### src/rtl/nrom_pkg.sv
package nrom_pkg;

   typedef enum logic [1:0] {
      MODE_NONE  = 2'd0,
      MODE_LOW   = 2'd1,
      MODE_HIGH  = 2'd2,
      MODE_SPARE = 2'd3
   } rd_mode_e;

   localparam logic [7:0] OP_RD_LOW   = 8'h00;
   localparam logic [7:0] OP_RD_HIGH  = 8'h01;
   localparam logic [7:0] OP_RD_SPARE = 8'h50;
   localparam logic [7:0] OP_RESET    = 8'hFF;

endpackage

### src/rtl/nrom_strobe.sv
module nrom_strobe #(
   parameter int BUS_W = 8
) (
   input  logic             clk,
   input  logic             rst,
   input  logic             ce_n,
   input  logic             cle,
   input  logic             ale,
   input  logic             we_n,
   output logic             cmd_stb_o,
   output logic             addr_stb_o
);

   logic we_q;
   logic rise;

   always_ff @(posedge clk) begin
      if (rst) we_q <= 1'b1;
      else     we_q <= we_n;
   end

   assign rise       = we_n && !we_q && !ce_n;
   assign cmd_stb_o  = rise && cle && !ale;
   assign addr_stb_o = rise && !cle && ale;

   AST_STROBE_ON_RISE: assert property (@(posedge clk) disable iff (rst)
      (cmd_stb_o || addr_stb_o) |-> (we_n && !$past(we_n) && !ce_n));

endmodule

### src/rtl/nrom_cmd_decode.sv
module nrom_cmd_decode
   import nrom_pkg::*;
#(
   parameter int BUS_W = 8
) (
   input  logic             clk,
   input  logic             rst,
   input  logic             cmd_stb_i,
   input  logic [BUS_W-1:0] opcode_i,
   input  logic             busy_i,
   output rd_mode_e         mode_o,
   output logic             restart_o,
   output logic             rst_pulse_o,
   output logic             cmd_err_o
);

   localparam logic [BUS_W-1:0] C_RESET = BUS_W'(OP_RESET);
   localparam logic [BUS_W-1:0] C_LOW   = BUS_W'(OP_RD_LOW);
   localparam logic [BUS_W-1:0] C_HIGH  = BUS_W'(OP_RD_HIGH);
   localparam logic [BUS_W-1:0] C_SPARE = BUS_W'(OP_RD_SPARE);

   rd_mode_e mode_q;
   logic     rp_q;
   logic     err_q;
   logic     is_reset;

   assign is_reset  = (opcode_i == C_RESET);
   assign restart_o = cmd_stb_i && (is_reset || !busy_i);

   always_ff @(posedge clk) begin
      if (rst) begin
         mode_q <= MODE_NONE;
         rp_q   <= 1'b0;
         err_q  <= 1'b0;
      end else begin
         rp_q  <= 1'b0;
         err_q <= 1'b0;
         if (cmd_stb_i) begin
            if (is_reset) begin
               mode_q <= MODE_NONE;
               rp_q   <= 1'b1;
            end else if (!busy_i) begin
               case (opcode_i)
                  C_LOW:   mode_q <= MODE_LOW;
                  C_HIGH:  mode_q <= MODE_HIGH;
                  C_SPARE: mode_q <= MODE_SPARE;
                  default: begin
                     mode_q <= MODE_NONE;
                     err_q  <= 1'b1;
                  end
               endcase
            end
         end
      end
   end

   assign mode_o      = mode_q;
   assign rst_pulse_o = rp_q;
   assign cmd_err_o   = err_q;

   AST_ERR_CLEARS_MODE: assert property (@(posedge clk) disable iff (rst)
      cmd_err_o |-> (mode_o == MODE_NONE));
   AST_RESET_CLEARS_MODE: assert property (@(posedge clk) disable iff (rst)
      rst_pulse_o |-> (mode_o == MODE_NONE));
   AST_BUSY_KEEPS_MODE: assert property (@(posedge clk) disable iff (rst)
      (cmd_stb_i && busy_i && !is_reset) |=> ($stable(mode_o) && !cmd_err_o));
   AST_PULSES_EXCLUSIVE: assert property (@(posedge clk) disable iff (rst)
      !(rst_pulse_o && cmd_err_o));

endmodule

### src/rtl/nrom_addr_asm.sv
module nrom_addr_asm
   import nrom_pkg::*;
#(
   parameter int BUS_W       = 8,
   parameter int ADDR_CYCLES = 3,
   parameter int SPARE_W     = 4,
   parameter int COL_W       = BUS_W + 2,
   parameter int PAGE_W      = BUS_W * (ADDR_CYCLES - 1)
) (
   input  logic              clk,
   input  logic              rst,
   input  logic              addr_stb_i,
   input  logic [BUS_W-1:0]  data_i,
   input  logic              busy_i,
   input  logic              restart_i,
   input  rd_mode_e          mode_i,
   output logic [COL_W-1:0]  start_col_o,
   output logic [PAGE_W-1:0] page_o,
   output logic              start_req_o
);

   localparam int CNT_W = $clog2(ADDR_CYCLES + 1);
   localparam logic [COL_W-1:0] HIGH_BASE  = COL_W'(1) << BUS_W;
   localparam logic [COL_W-1:0] SPARE_BASE = COL_W'(2) << BUS_W;

   logic [CNT_W-1:0]  cnt_q;
   logic [COL_W-1:0]  col_q;
   logic [COL_W-1:0]  col_next;
   logic [PAGE_W-1:0] page_q;
   logic              start_q;
   logic              accept;

   assign accept = addr_stb_i && !busy_i && (mode_i != MODE_NONE) &&
                   (cnt_q < CNT_W'(ADDR_CYCLES));

   always_comb begin
      case (mode_i)
         MODE_LOW:   col_next = COL_W'(data_i);
         MODE_HIGH:  col_next = COL_W'(data_i) + HIGH_BASE;
         MODE_SPARE: col_next = COL_W'(data_i[SPARE_W-1:0]) + SPARE_BASE;
         default:    col_next = col_q;
      endcase
   end

   always_ff @(posedge clk) begin
      if (rst) begin
         cnt_q   <= '0;
         col_q   <= '0;
         start_q <= 1'b0;
      end else begin
         start_q <= 1'b0;
         if (restart_i) begin
            cnt_q <= '0;
         end else if (accept) begin
            cnt_q <= cnt_q + 1'b1;
            if (cnt_q == '0) col_q <= col_next;
            if (cnt_q == CNT_W'(ADDR_CYCLES - 1)) start_q <= 1'b1;
         end
      end
   end

   for (genvar i = 1; i < ADDR_CYCLES; i++) begin : g_page_byte
      always_ff @(posedge clk) begin
         if (rst)
            page_q[(i-1)*BUS_W +: BUS_W] <= '0;
         else if (!restart_i && accept && (cnt_q == CNT_W'(i)))
            page_q[(i-1)*BUS_W +: BUS_W] <= data_i;
      end
   end

   assign start_col_o = col_q;
   assign page_o      = page_q;
   assign start_req_o = start_q;

   AST_START_SINGLE: assert property (@(posedge clk) disable iff (rst)
      start_req_o |=> !start_req_o);
   AST_START_HAS_MODE: assert property (@(posedge clk) disable iff (rst)
      start_req_o |-> (mode_i != MODE_NONE));
   AST_SPARE_COL_RANGE: assert property (@(posedge clk) disable iff (rst)
      (start_req_o && mode_i == MODE_SPARE) |->
      (start_col_o >= SPARE_BASE && start_col_o < SPARE_BASE + COL_W'(1 << SPARE_W)));
   AST_BUSY_NO_CAPTURE: assert property (@(posedge clk) disable iff (rst)
      (busy_i && addr_stb_i) |=> ($stable(start_col_o) && $stable(page_o) && !start_req_o));

endmodule

### src/rtl/nrom_cmd_front.sv
module nrom_cmd_front
   import nrom_pkg::*;
#(
   parameter int BUS_W       = 8,
   parameter int ADDR_CYCLES = 3,
   parameter int SPARE_W     = 4,
   localparam int COL_W      = BUS_W + 2,
   localparam int PAGE_W     = BUS_W * (ADDR_CYCLES - 1)
) (
   input  logic              clk,
   input  logic              rst,
   input  logic              ce_n,
   input  logic              cle,
   input  logic              ale,
   input  logic              we_n,
   input  logic [BUS_W-1:0]  io_in,
   input  logic              busy,
   output logic [1:0]        mode_o,
   output logic [COL_W-1:0]  start_col_o,
   output logic [PAGE_W-1:0] page_o,
   output logic              start_req_o,
   output logic              rst_pulse_o,
   output logic              cmd_err_o
);

   if (BUS_W < 8) begin : g_bad_bus
      $error("nrom_cmd_front: BUS_W must be at least 8");
   end
   if (ADDR_CYCLES < 2) begin : g_bad_cycles
      $error("nrom_cmd_front: ADDR_CYCLES must be at least 2");
   end
   if (SPARE_W < 1 || SPARE_W > BUS_W) begin : g_bad_spare
      $error("nrom_cmd_front: SPARE_W must lie in 1..BUS_W");
   end

   logic     cmd_stb;
   logic     addr_stb;
   logic     restart;
   rd_mode_e mode;

   nrom_strobe #(.BUS_W(BUS_W)) u_strobe (
      .clk        (clk),
      .rst        (rst),
      .ce_n       (ce_n),
      .cle        (cle),
      .ale        (ale),
      .we_n       (we_n),
      .cmd_stb_o  (cmd_stb),
      .addr_stb_o (addr_stb)
   );

   nrom_cmd_decode #(.BUS_W(BUS_W)) u_decode (
      .clk         (clk),
      .rst         (rst),
      .cmd_stb_i   (cmd_stb),
      .opcode_i    (io_in),
      .busy_i      (busy),
      .mode_o      (mode),
      .restart_o   (restart),
      .rst_pulse_o (rst_pulse_o),
      .cmd_err_o   (cmd_err_o)
   );

   nrom_addr_asm #(
      .BUS_W       (BUS_W),
      .ADDR_CYCLES (ADDR_CYCLES),
      .SPARE_W     (SPARE_W),
      .COL_W       (COL_W),
      .PAGE_W      (PAGE_W)
   ) u_addr (
      .clk         (clk),
      .rst         (rst),
      .addr_stb_i  (addr_stb),
      .data_i      (io_in),
      .busy_i      (busy),
      .restart_i   (restart),
      .mode_i      (mode),
      .start_col_o (start_col_o),
      .page_o      (page_o),
      .start_req_o (start_req_o)
   );

   assign mode_o = mode;

   AST_RESET_IDLE: assert property (@(posedge clk)
      $past(rst) |-> (mode_o == 2'd0 && !start_req_o && !rst_pulse_o && !cmd_err_o));

endmodule

### config.mk
export PLATFORM = sky130hd
export DESIGN_NAME = nrom_cmd_front
export DESIGN_NICKNAME = d
export VERILOG_FILES = /design/src/rtl/nrom_pkg.sv /design/src/rtl/nrom_strobe.sv /design/src/rtl/nrom_cmd_decode.sv /design/src/rtl/nrom_addr_asm.sv /design/src/rtl/nrom_cmd_front.sv
export SDC_FILE = /design/constraint.sdc
export NUM_CORES = 1
export LEC_CHECK = 0
export ABC_CLOCK_PERIOD_IN_PS = 2300
export BUFFER_PORTS_ARGS = -buffer_cell sky130_fd_sc_hd__buf_2
export CAP_MARGIN = 20
export CORE_ASPECT_RATIO = 0.7
export CORE_MARGIN = 4
export CORE_UTILIZATION = 40
export DETAILED_ROUTE_END_ITERATION = 16
export PLACE_DENSITY = 0.72
export SYNTH_ARGS = -nofsm -noshare
export SYNTH_HDL_FRONTEND = slang
export SYNTH_SLANG_ARGS = --single-unit
### constraint.sdc
create_clock -name clk -period 2.3 [get_ports clk]
set_input_delay 0.23 -clock clk [delete_from_list [all_inputs] [get_ports clk]]
set_output_delay 0.23 -clock clk [all_outputs]
set_load 0.01 [all_outputs]
# After elaboration in Yosys (flattened, before gate mapping)
# Index checks and enable logic that the tools add are counted.
[totals]
input_bits = 15
out_inout_bits = 31
reg_bits = 34
wordCells = 63
[classes]
n_bitwise = 3
n_lt_le_gt_ge = 1
addsub = 3
muxes = 7
n_eq_ne = 9
n_reduce_logical = 31
[ops]
columns = ["cell", "n"]
rows = [
  ["one-hot mux 10 bit (3 select lines)", 1],
  ["logical AND 1 bit", 13],
  ["adder 4 x 10 -> 10 bit (second input constant)", 1],
  ["adder 8 x 9 -> 10 bit (second input constant)", 1],
  ["== test 8 x 1 -> 1 bit (second input constant)", 1],
  ["== test 8 x 7 -> 1 bit (second input constant)", 1],
  ["== test 8 bit (second input constant)", 1],
  ["zero test 8 bit", 1],
  ["== test 2 bit (second input constant)", 3],
  ["zero test 1 bit", 6],
  ["one-hot mux 2 bit (3 select lines)", 1],
  ["OR reduction 3 bit", 2],
  ["== test 2 x 1 -> 1 bit (second input constant)", 2],
  ["two-way mux 2 bit", 2],
  ["AND reduction 4 bit", 1],
  ["OR reduction 2 bit", 2],
  ["OR reduction 4 bit", 1],
  ["two-way mux 1 bit", 3],
  ["NOT 1 bit", 3],
  ["nonzero test 3 bit", 1],
  ["adder 2 x 1 -> 2 bit (second input constant)", 1],
  ["zero test 2 bit", 1],
  ["< comparator 2 bit (second input constant)", 1],
  ["inequality test 2 x 1 -> 1 bit (second input constant)", 1],
  ["other kinds (3)", 3],
]

# Logic depth before layout (Yosys ltp)
# Gate-level depths: netlist of the first run.
[logic_depth]
word_depth = 10
mapped_depth = 6
mapped_depth_nobuf = 5

# Cells and area by module
# Synthesis of the first run repeated with hierarchy kept, for this count alone.
[unflattened]
cells_unflattened = 162
hier_area_um2 = 1612.8
[by_module_without_submodules]
columns = ["mod", "cells_per_inst", "n_inst", "area_each_um2", "seq_area_each_um2"]
rows = [
  ["nrom_addr_asm", 131, 1, 1326.3, 580.6],
  ["nrom_cmd_decode", 26, 1, 226.5, 80.1],
  ["nrom_strobe", 5, 1, 60.1, 20.0],
]

# Worst setup path after synthesis of the first run
# No wires, ideal clock.
[synth_timing]
path_kind = "register -> register"
start = "register u_addr.cnt_q[0]"
end = "register u_addr.cnt_q[1]"
arrival_time_ns = 1.487
n_path_buf = 0
setup_slack_ns = 0.697
required_ns = 2.184
period_less_slack_ns = 1.603
setup_ns = 0.116
path_stages_with_launch = 6
cell_sequence = "dfxtp_1 ha_1 or4b_1 nor3_2 mux2i_1 nor2b_1"
[synth_via]
elab_chain_cells = 2
elab_cells_between_ends = 3
classes_between = "add/sub (1); order compare (1); reduce/logical (1)"
[synth_lines]
columns = ["item", "line_no", "rtl"]
rows = [
  ["start: declaration", "nrom_addr_asm.sv:26", "logic [CNT_W-1:0] cnt_q;"],
  ["start signal: assignment", "nrom_addr_asm.sv:55", "cnt_q <= cnt_q + 1'b1;"],
  ["< comparator 2 bit", "nrom_addr_asm.sv:34", "(cnt_q < CNT_W'(ADDR_CYCLES));"],
  ["logical AND 1 bit", "nrom_addr_asm.sv:33", "assign accept = addr_stb_i && !busy_i && (mode_i != MODE_NONE) &&"],
]
# Several ways; a longest one is shown, not always the timed one.
# A chain may end at the register's enable or synchronous reset.

# Final worst setup path of the first run
[layout_timing]
start = "register u_addr.cnt_q[0]"
end = "register u_addr.page_q[2], in the netlist u_addr.page_o[2]"
[layout_via]
elab_chain_cells = 4
elab_cells_between_ends = 5
classes_between = "order compare (1); eq/ne (1); reduce/logical (3)"
[layout_lines]
columns = ["item", "line_no", "rtl"]
rows = [
  ["< comparator 2 bit", "nrom_addr_asm.sv:34", ""],
  ["logical AND 1 bit", "nrom_addr_asm.sv:33", ""],
  ["logical AND 1 bit", "nrom_addr_asm.sv:66", "else if (!restart_i && accept && (cnt_q == CNT_W'(i)))"],
  ["logical AND 1 bit *", "nrom_addr_asm.sv:66", ""],
  ["end signal: indexed assignment", "nrom_addr_asm.sv:67", "page_q[(i-1)*BUS_W +: BUS_W] <= data_i;"],
  ["end: declaration", "nrom_addr_asm.sv:29", "logic [PAGE_W-1:0] page_q;"],
]
# Every way passes the cells marked *; elsewhere a longest branch is shown, timed or not.

==> results of run 1 <==
## cell families after synthesis
group | Yosys count | synth area share [%]
compound gates | 18 | 7.85
xor+xnor | 1 | 0.617
fa+ha+maj | 4 | 3.53
buf+inv | 9 | 2.65
flops | 34 | 48.0
mux | 18 | 12.7
simple gates | 62 | 24.7
## critical path: cells and delay by family (launching register included)
kind	cells	cell delay [ps]
adder cells (fa/ha/maj)	1	230
flip-flops	1	330
multiplexers	1	270
AND/OR/NAND/NOR	3	950
## power groups by stage
stage | Clock, mW | Sequential [mW] | Combinational (mW)
floorplan | 0 | 0.603 | 0.0229
global placement | 0 | 0.603 | 0.0496
detailed placement | 0 | 0.604 | 0.0511
CTS | 0.544 | 0.590 | 0.0513
global route | 0.573 | 0.590 | 0.0572
finish | 0.531 | 0.590 | 0.0524
## layout by cell type, fill, tap and decap left out, types with 3 or more instances in the layout
cell type  netlist  final
and4_1           3      3
mux2i_1         18     18
clkbuf_8         0      5
nor2_1          18     18
or2_2            3      3
nand3_1          5      5
dfxtp_1         34     34
ha_1             4      4
buf_2            3     45
a21oi_1         12     12
nand2_1         16     16
## state kept, by name (all words and copies together), names as in the netlist
name and cells:
u_addr.page_o 16, u_decode.cmd_err_o 1, u_addr.cnt_q 2, u_decode.rst_pulse_o 1, u_addr.start_col_o 10, u_decode.mode_o 2
u_addr.start_req_o 1, u_strobe.we_q 1
## how the worst min path moves through the flow
stage | startpoint | endpoint | slack [ps] | depth (start not counted)
3_3_place_gp | u_addr.start_col_o[1] | u_addr.start_col_o[1] | 440 | 2
2_1_floorplan | we_n | u_strobe.we_q | 340 | 1
6_report | we_n | u_strobe.we_q | 170 | 2
4_1_cts | we_n | u_strobe.we_q | 160 | 2
3_5_place_dp | u_addr.start_col_o[9] | u_addr.start_col_o[9] | 440 | 2
5_1_grt | we_n | u_strobe.we_q | 180 | 2
## per-layer routing
metal	wire length [um]	GRT usage [%]
met5	0	0
met4	80	8.33
met3	225	5.43
met2	1710	27.8
met1	1570	18.8
## final cells by class
cell class | count | area, um2
Fill cell | 325 | 1490
Multi-Input combinational cell | 103 | 701
Sequential cell | 34 | 681
Timing Repair Buffer | 45 | 225
Clock buffer | 5 | 68.8
Tap cell | 47 | 58.8
Clock inverter | 3 | 40.0
Inverter | 2 | 7.51
## Yosys cell counts, types with 2 or more instances
cell type	n	area share, %
inv_1	2	0.53
clkbuf_1	4	1.1
nor2_1	18	4.8
ha_1	4	3.5
nand3_1	5	1.8
nand2_1	16	4.2
and4_1	3	1.9
nor3b_1	2	1.1
dfxtp_1	34	48
nor4_1	2	0.88
a32o_1	2	1.4
a21oi_1	12	4.2
nand4_1	2	0.88
or2_2	3	1.3
buf_2	3	1.1
mux2i_1	18	13
## through the flow
step,instance area [um2],total power [mW],setup WS [ps],std cells
finish,1780,1.17,376,239
detailed placement,1670,0.655,410,231
global placement,1670,0.653,524,231
floorplan,1420,0.626,697,146
CTS,1780,1.19,400,239
global route,1780,1.22,222,239
==> results.py, run 1 <==
metrics = {
    "run_status": {
        "status": "finished clean",
    },
    "route": {
        "via_count": 1215,
        "post_drt_wl_per_cell_um": 15.0,
        "drcViolationCount": 0,
        "drtIter0Drc": 71,
        "drt_first_pass_iters": 4,
        "detail-route-antenna-nets": 0,
        "wl_mm": 3.59,
        "viasPerCell": 5.08,
    },
    "hold_path": {
        "hold_class": "in -> reg",
    },
    "cells_and_area": {
        "syn2layout_area_growth_pct": 25.6,
        "antenna_cells": 0,
        "final_layout_size_suffix_gt1_share_pct": 32.3,
        "fin_util_pct": 54.4,
        "nets": 210,
    },
    "critical_path": {
        "critPathCapture": "u_addr.page_o[2]",
        "timing.rr.start": "u_addr.cnt_q[0]",
        "r2r_slack_ps": 380,
        "worst_path_largest_cell_delay_ps": 560,
        "cp_max_fo": 8,
        "worst_r2r_path_depth": 5,
        "cp-startpoint": "u_addr.cnt_q[0]",
        "slowest_stage": "and4_1",
        "endpoint_kind": "register",
        "worstPathCellList": "ha_1 -> nor4b_2 -> and4_1 -> mux2i_1 -> nor2_1",
        "reg2reg_to": "u_addr.page_o[2]",
        "critPathLaunchType": "register",
        "criticalPathCategory": "reg -> reg",
        "cp.arrival_ps": 2070,
        "worstPathRequired_ps": 2450,
    },
    "timing": {
        "worst_pin_slew_ps": 543,
        "setup-violations-final": 0,
        "finClkSkew_ps": 2.81,
        "drv_slew": 0,
        "max_freq_ghz": 0.520,
        "period_needed_ps": 1920,
        "slew-limit-headroom_pct": 63.8,
        "hold_viol": 0,
        "rsz0062_at_grt": "no",
        "hold_ws_ps": 168,
        "finalCritPeriodShare_pct": 83.6,
        "final.setup.tns_ps": 0,
    },
    "power_and_ir_drop": {
        "pwr-share-clk_pct": 45.3,
        "vdd_drop_max_mv": 0.360,
        "switching_share_pct": 21.2,
        "leakage_nw": 0.730,
        "seq_power_share_pct": 50.3,
        "pwr-share-comb_pct": 4.5,
        "power_switching_mw": 0.248,
        "power.density_nw_per_um2": 659,
        "p_int_mw": 0.926,
    },
    "yosys": {
        "synth_fp_nets": 165,
        "ys_ff_latch": 34,
        "ys_seq_area_share_pct": 48.0,
        "yosysWarnings": 0,
        "avgSynthCellArea_um2": 9.72,
        "synth-edff-count": 0,
        "yosys_most_used_dff": "dfxtp_1",
        "synthCells": 146,
        "synth_cell_type_count": 32,
        "synth_area_um2": 1420,
        "synthArstFlopShare_pct": 0,
    },
    "clocking": {
        "clk_transition_reported_paths_ps": 70,
        "numCtsBuffers": 5,
        "h-tree-depth": 2,
        "cts-root-buf": "clkbuf_8",
        "post_cts_buffers": 0,
        "cts_tree": "yes",
        "ctsHoldBuffers": 0,
        "clk_latency_ps": 280,
        "cts_buffer_depth": 2,
        "cts_resized": 0,
        "cts.sinks": 34,
    },
    "global_route": {
        "track_usage_pct": 16.5,
        "antenna_found_initial": 0,
        "overflow": 0,
        "first_global_vias": 1249,
        "grt_max_degree": 31,
        "grt_pass1_wl_mm": 5.81,
    },
    "die": {
        "die-area_um2": 4580,
        "dieHeight_um": 57.8,
        "pin_count": 46,
        "start_util_pct": 43.3,
        "die_w_um": 79.2,
        "core_um2": 3280,
        "fp-row-count": 17,
    },
    "run": {
        "cap_violations": 0,
    },
    "place": {
        "place.port_buffers": 45,
        "dp_hpwl_mm": 2.68,
        "gp_congestion": 0.775,
    },
}
No activity file was read; power rests on OpenSTA's default activity.
==> run 2, diff against run 1 <==
--- a/config.mk
+++ b/config.mk
@@ -5,14 +5,14 @@
 export SDC_FILE = /design/constraint.sdc
 export NUM_CORES = 1
 export LEC_CHECK = 0
-export ABC_CLOCK_PERIOD_IN_PS = 2300
+export ABC_CLOCK_PERIOD_IN_PS = 1640
 export BUFFER_PORTS_ARGS = -buffer_cell sky130_fd_sc_hd__buf_2
 export CAP_MARGIN = 20
 export CORE_ASPECT_RATIO = 0.7
 export CORE_MARGIN = 4
 export CORE_UTILIZATION = 40
 export DETAILED_ROUTE_END_ITERATION = 16
-export PLACE_DENSITY = 0.72
+export PLACE_DENSITY = 0.75
 export SYNTH_ARGS = -nofsm -noshare
 export SYNTH_HDL_FRONTEND = slang
 export SYNTH_SLANG_ARGS = --single-unit
==> constraint.sdc (replaced) <==
create_clock -name clk -period 1.64 [get_ports clk]
set_input_delay 0.164 -clock clk [delete_from_list [all_inputs] [get_ports clk]]
set_output_delay 0.164 -clock clk [all_outputs]
set_load 0.01 [all_outputs]
==> run 2 against run 1 <==
The flow now finishes with violations (setup timing). Clock skew rose by 1.1 ps. Register-to-register slack worse by 400 ps. Global-route usage is 0.088 points higher. Critical path depth up 1. Maximum frequency increased by 15%. Worst setup slack got worse by 400 ps. Flip-flop and latch count did not move.
==> results.py, run 2 (synthesis gave the netlist of run 1 again) <==
metrics = {
    "run_status": {
        "status": "complete, but fails checks",
        "failed_checks": "setup timing",
    },
    "cells_and_area": {
        "antenna_cells": 0,
        "nets": 222,
        "design_area_um2": 1940,
        "syn2layout_area_growth_pct": 37.0,
        "fin_util_pct": 59.4,
        "final_common_cell": "buf_2",
        "ff_latch_area_um2": 684,
        "largest_reg_flops": 16,
        "layout_common_cells": "buf_2 (45), dfxtp_1 (31), nor2_1 (18)",
        "finalNonFillerCells": 251,
        "filler_cell_count": 310,
        "final_layout_size_suffix_gt1_share_pct": 41.7,
        "multi_input_area_um2": 754,
    },
    "critical_path": {
        "endpoint_kind": "register",
        "critPathLaunchType": "register",
        "worst_path_largest_cell_delay_ps": 350,
        "worstPathCellList": "ha_4 -> nor4b_4 -> and4_4 -> buf_12 -> mux2i_2 -> nor2_1",
        "cp_max_fo": 8,
        "crit_buf_inv": 1,
        "cp.arrival_ps": 1830,
        "timing.rr.start": "u_addr.cnt_q[1]",
        "worst_r2r_path_depth": 6,
        "r2r_slack_ps": -30,
        "critPathTopFamily": "simple AND/OR/NAND/NOR gates",
        "cp-startpoint": "u_addr.cnt_q[1]",
        "slowest_stage": "nor4b_4",
        "worstPathRequired_ps": 1810,
        "criticalPathCategory": "reg -> reg",
        "reg2reg_to": "u_addr.page_o[1]",
    },
    "timing": {
        "setup_slack_ps": -27.8,
        "setup-violations-final": 4,
        "hold_viol": 0,
        "period_needed_ps": 1670,
        "drv_slew": 0,
        "finClkSkew_ps": 3.86,
        "max_freq_ghz": 0.600,
        "final.setup.tns_ps": -67.8,
        "hold_ws_ps": 106,
        "rsz0062_at_grt": "yes",
        "slew-limit-headroom_pct": 72.2,
        "worst_pin_slew_ps": 416,
        "finalCritPeriodShare_pct": 102,
    },
    "global_route": {
        "overflow": 0,
        "grt_max_degree": 30,
        "first_global_vias": 1198,
        "track_usage_pct": 16.6,
        "antenna_found_initial": 0,
        "grt_pass1_wl_mm": 5.91,
    },
    "clocking": {
        "ctsHoldBuffers": 0,
        "cts.sinks": 34,
        "numCtsBuffers": 5,
        "h-tree-depth": 2,
        "clk_transition_reported_paths_ps": 70,
        "cts-root-buf": "clkbuf_8",
        "cts_buffer_depth": 2,
        "cts_tree": "yes",
        "clk_latency_ps": 280,
    },
    "place": {
        "pre_cts_ws_ps": -30.2,
        "dp.cells": 241,
        "place.port_buffers": 45,
        "dp_hpwl_mm": 2.54,
        "dpl_cell_area_um2": 1770,
        "gp_congestion": 0.810,
    },
    "route": {
        "drtIter0Drc": 75,
        "wl_mm": 3.73,
        "viasPerCell": 5.07,
        "via_count": 1273,
        "detail-route-antenna-nets": 0,
        "drt_first_pass_iters": 4,
        "post_drt_wl_per_cell_um": 14.8,
        "drcViolationCount": 0,
    },
    "power_and_ir_drop": {
        "power.density_nw_per_um2": 798,
        "leakage_nw": 0.806,
        "vdd_drop_max_mv": 0.618,
        "power_mw": 1.55,
    },
    "hold_path": {
        "min_from": "we_n",
        "hold_end": "u_strobe.we_q",
        "hold_class": "in -> reg",
        "hold_depth": 2,
    },
    "die": {
        "pin_count": 46,
        "die-area_um2": 4580,
        "dieHeight_um": 57.8,
        "start_util_pct": 43.3,
        "core_um2": 3280,
        "die_w_um": 79.2,
        "fp-row-count": 17,
    },
    "run": {
        "cap_violations": 0,
    },
}
[run 2: changes by cell type in the layout (fill, tap and decap cells not counted), sizes merged]
cell      change
buf          +12
bufinv        -1
clkbuf        +1
clkinv        -1
clkinvlp      +1
[run 2: area by class of cell]
| class | instances | area share (%) |
|---|---|---|
| Multi-Input combinational cell | 103 | 38.8 |
| Sequential cell | 34 | 35.2 |
| Timing Repair Buffer | 57 | 17.7 |
| Clock buffer | 6 | 4.25 |
| Tap cell | 47 | 3.02 |
| Clock inverter | 2 | 0.644 |
| Inverter | 2 | 0.386 |
[run 2: routing by layer]
| layer | share of wire (%) | track usage (%) | wire (um) | vias up |
|---|---|---|---|---|
| li1 | - | - | - | 626 |
| met1 | 46 | 23.6 | 1700 | 592 |
| met2 | 45 | 23.0 | 1690 | 49 |
| met3 | 7.8 | 6.21 | 291 | 6 |
| met4 | 1.2 | 5.15 | 46 | 0 |
| met5 | 0 | 0 | 0 | - |
[run 2: worst max-delay path by stage]
stage / to / cells after the start
detailed placement: u_addr.page_o[2] / 6
floorplan: u_addr.cnt_q[1] / 5
global placement: u_addr.cnt_q[1] / 5
global route: u_addr.page_o[1] / 6
CTS: u_decode.cmd_err_o / 4
finish: u_addr.page_o[1] / 6
[run 2: timing repair]
action,CTS,global route
setup buffers,0,1
pin swaps,2,12
cloned,0,1
resized for setup,2,14
setup endpoints to repair,22,30
[run 2: power by group]
part	total, mW	internal, mW	switching [mW]
registers	0.828	0.827	0.000856
clock network	0.640	0.337	0.303
logic	0.0831	0.0304	0.0526
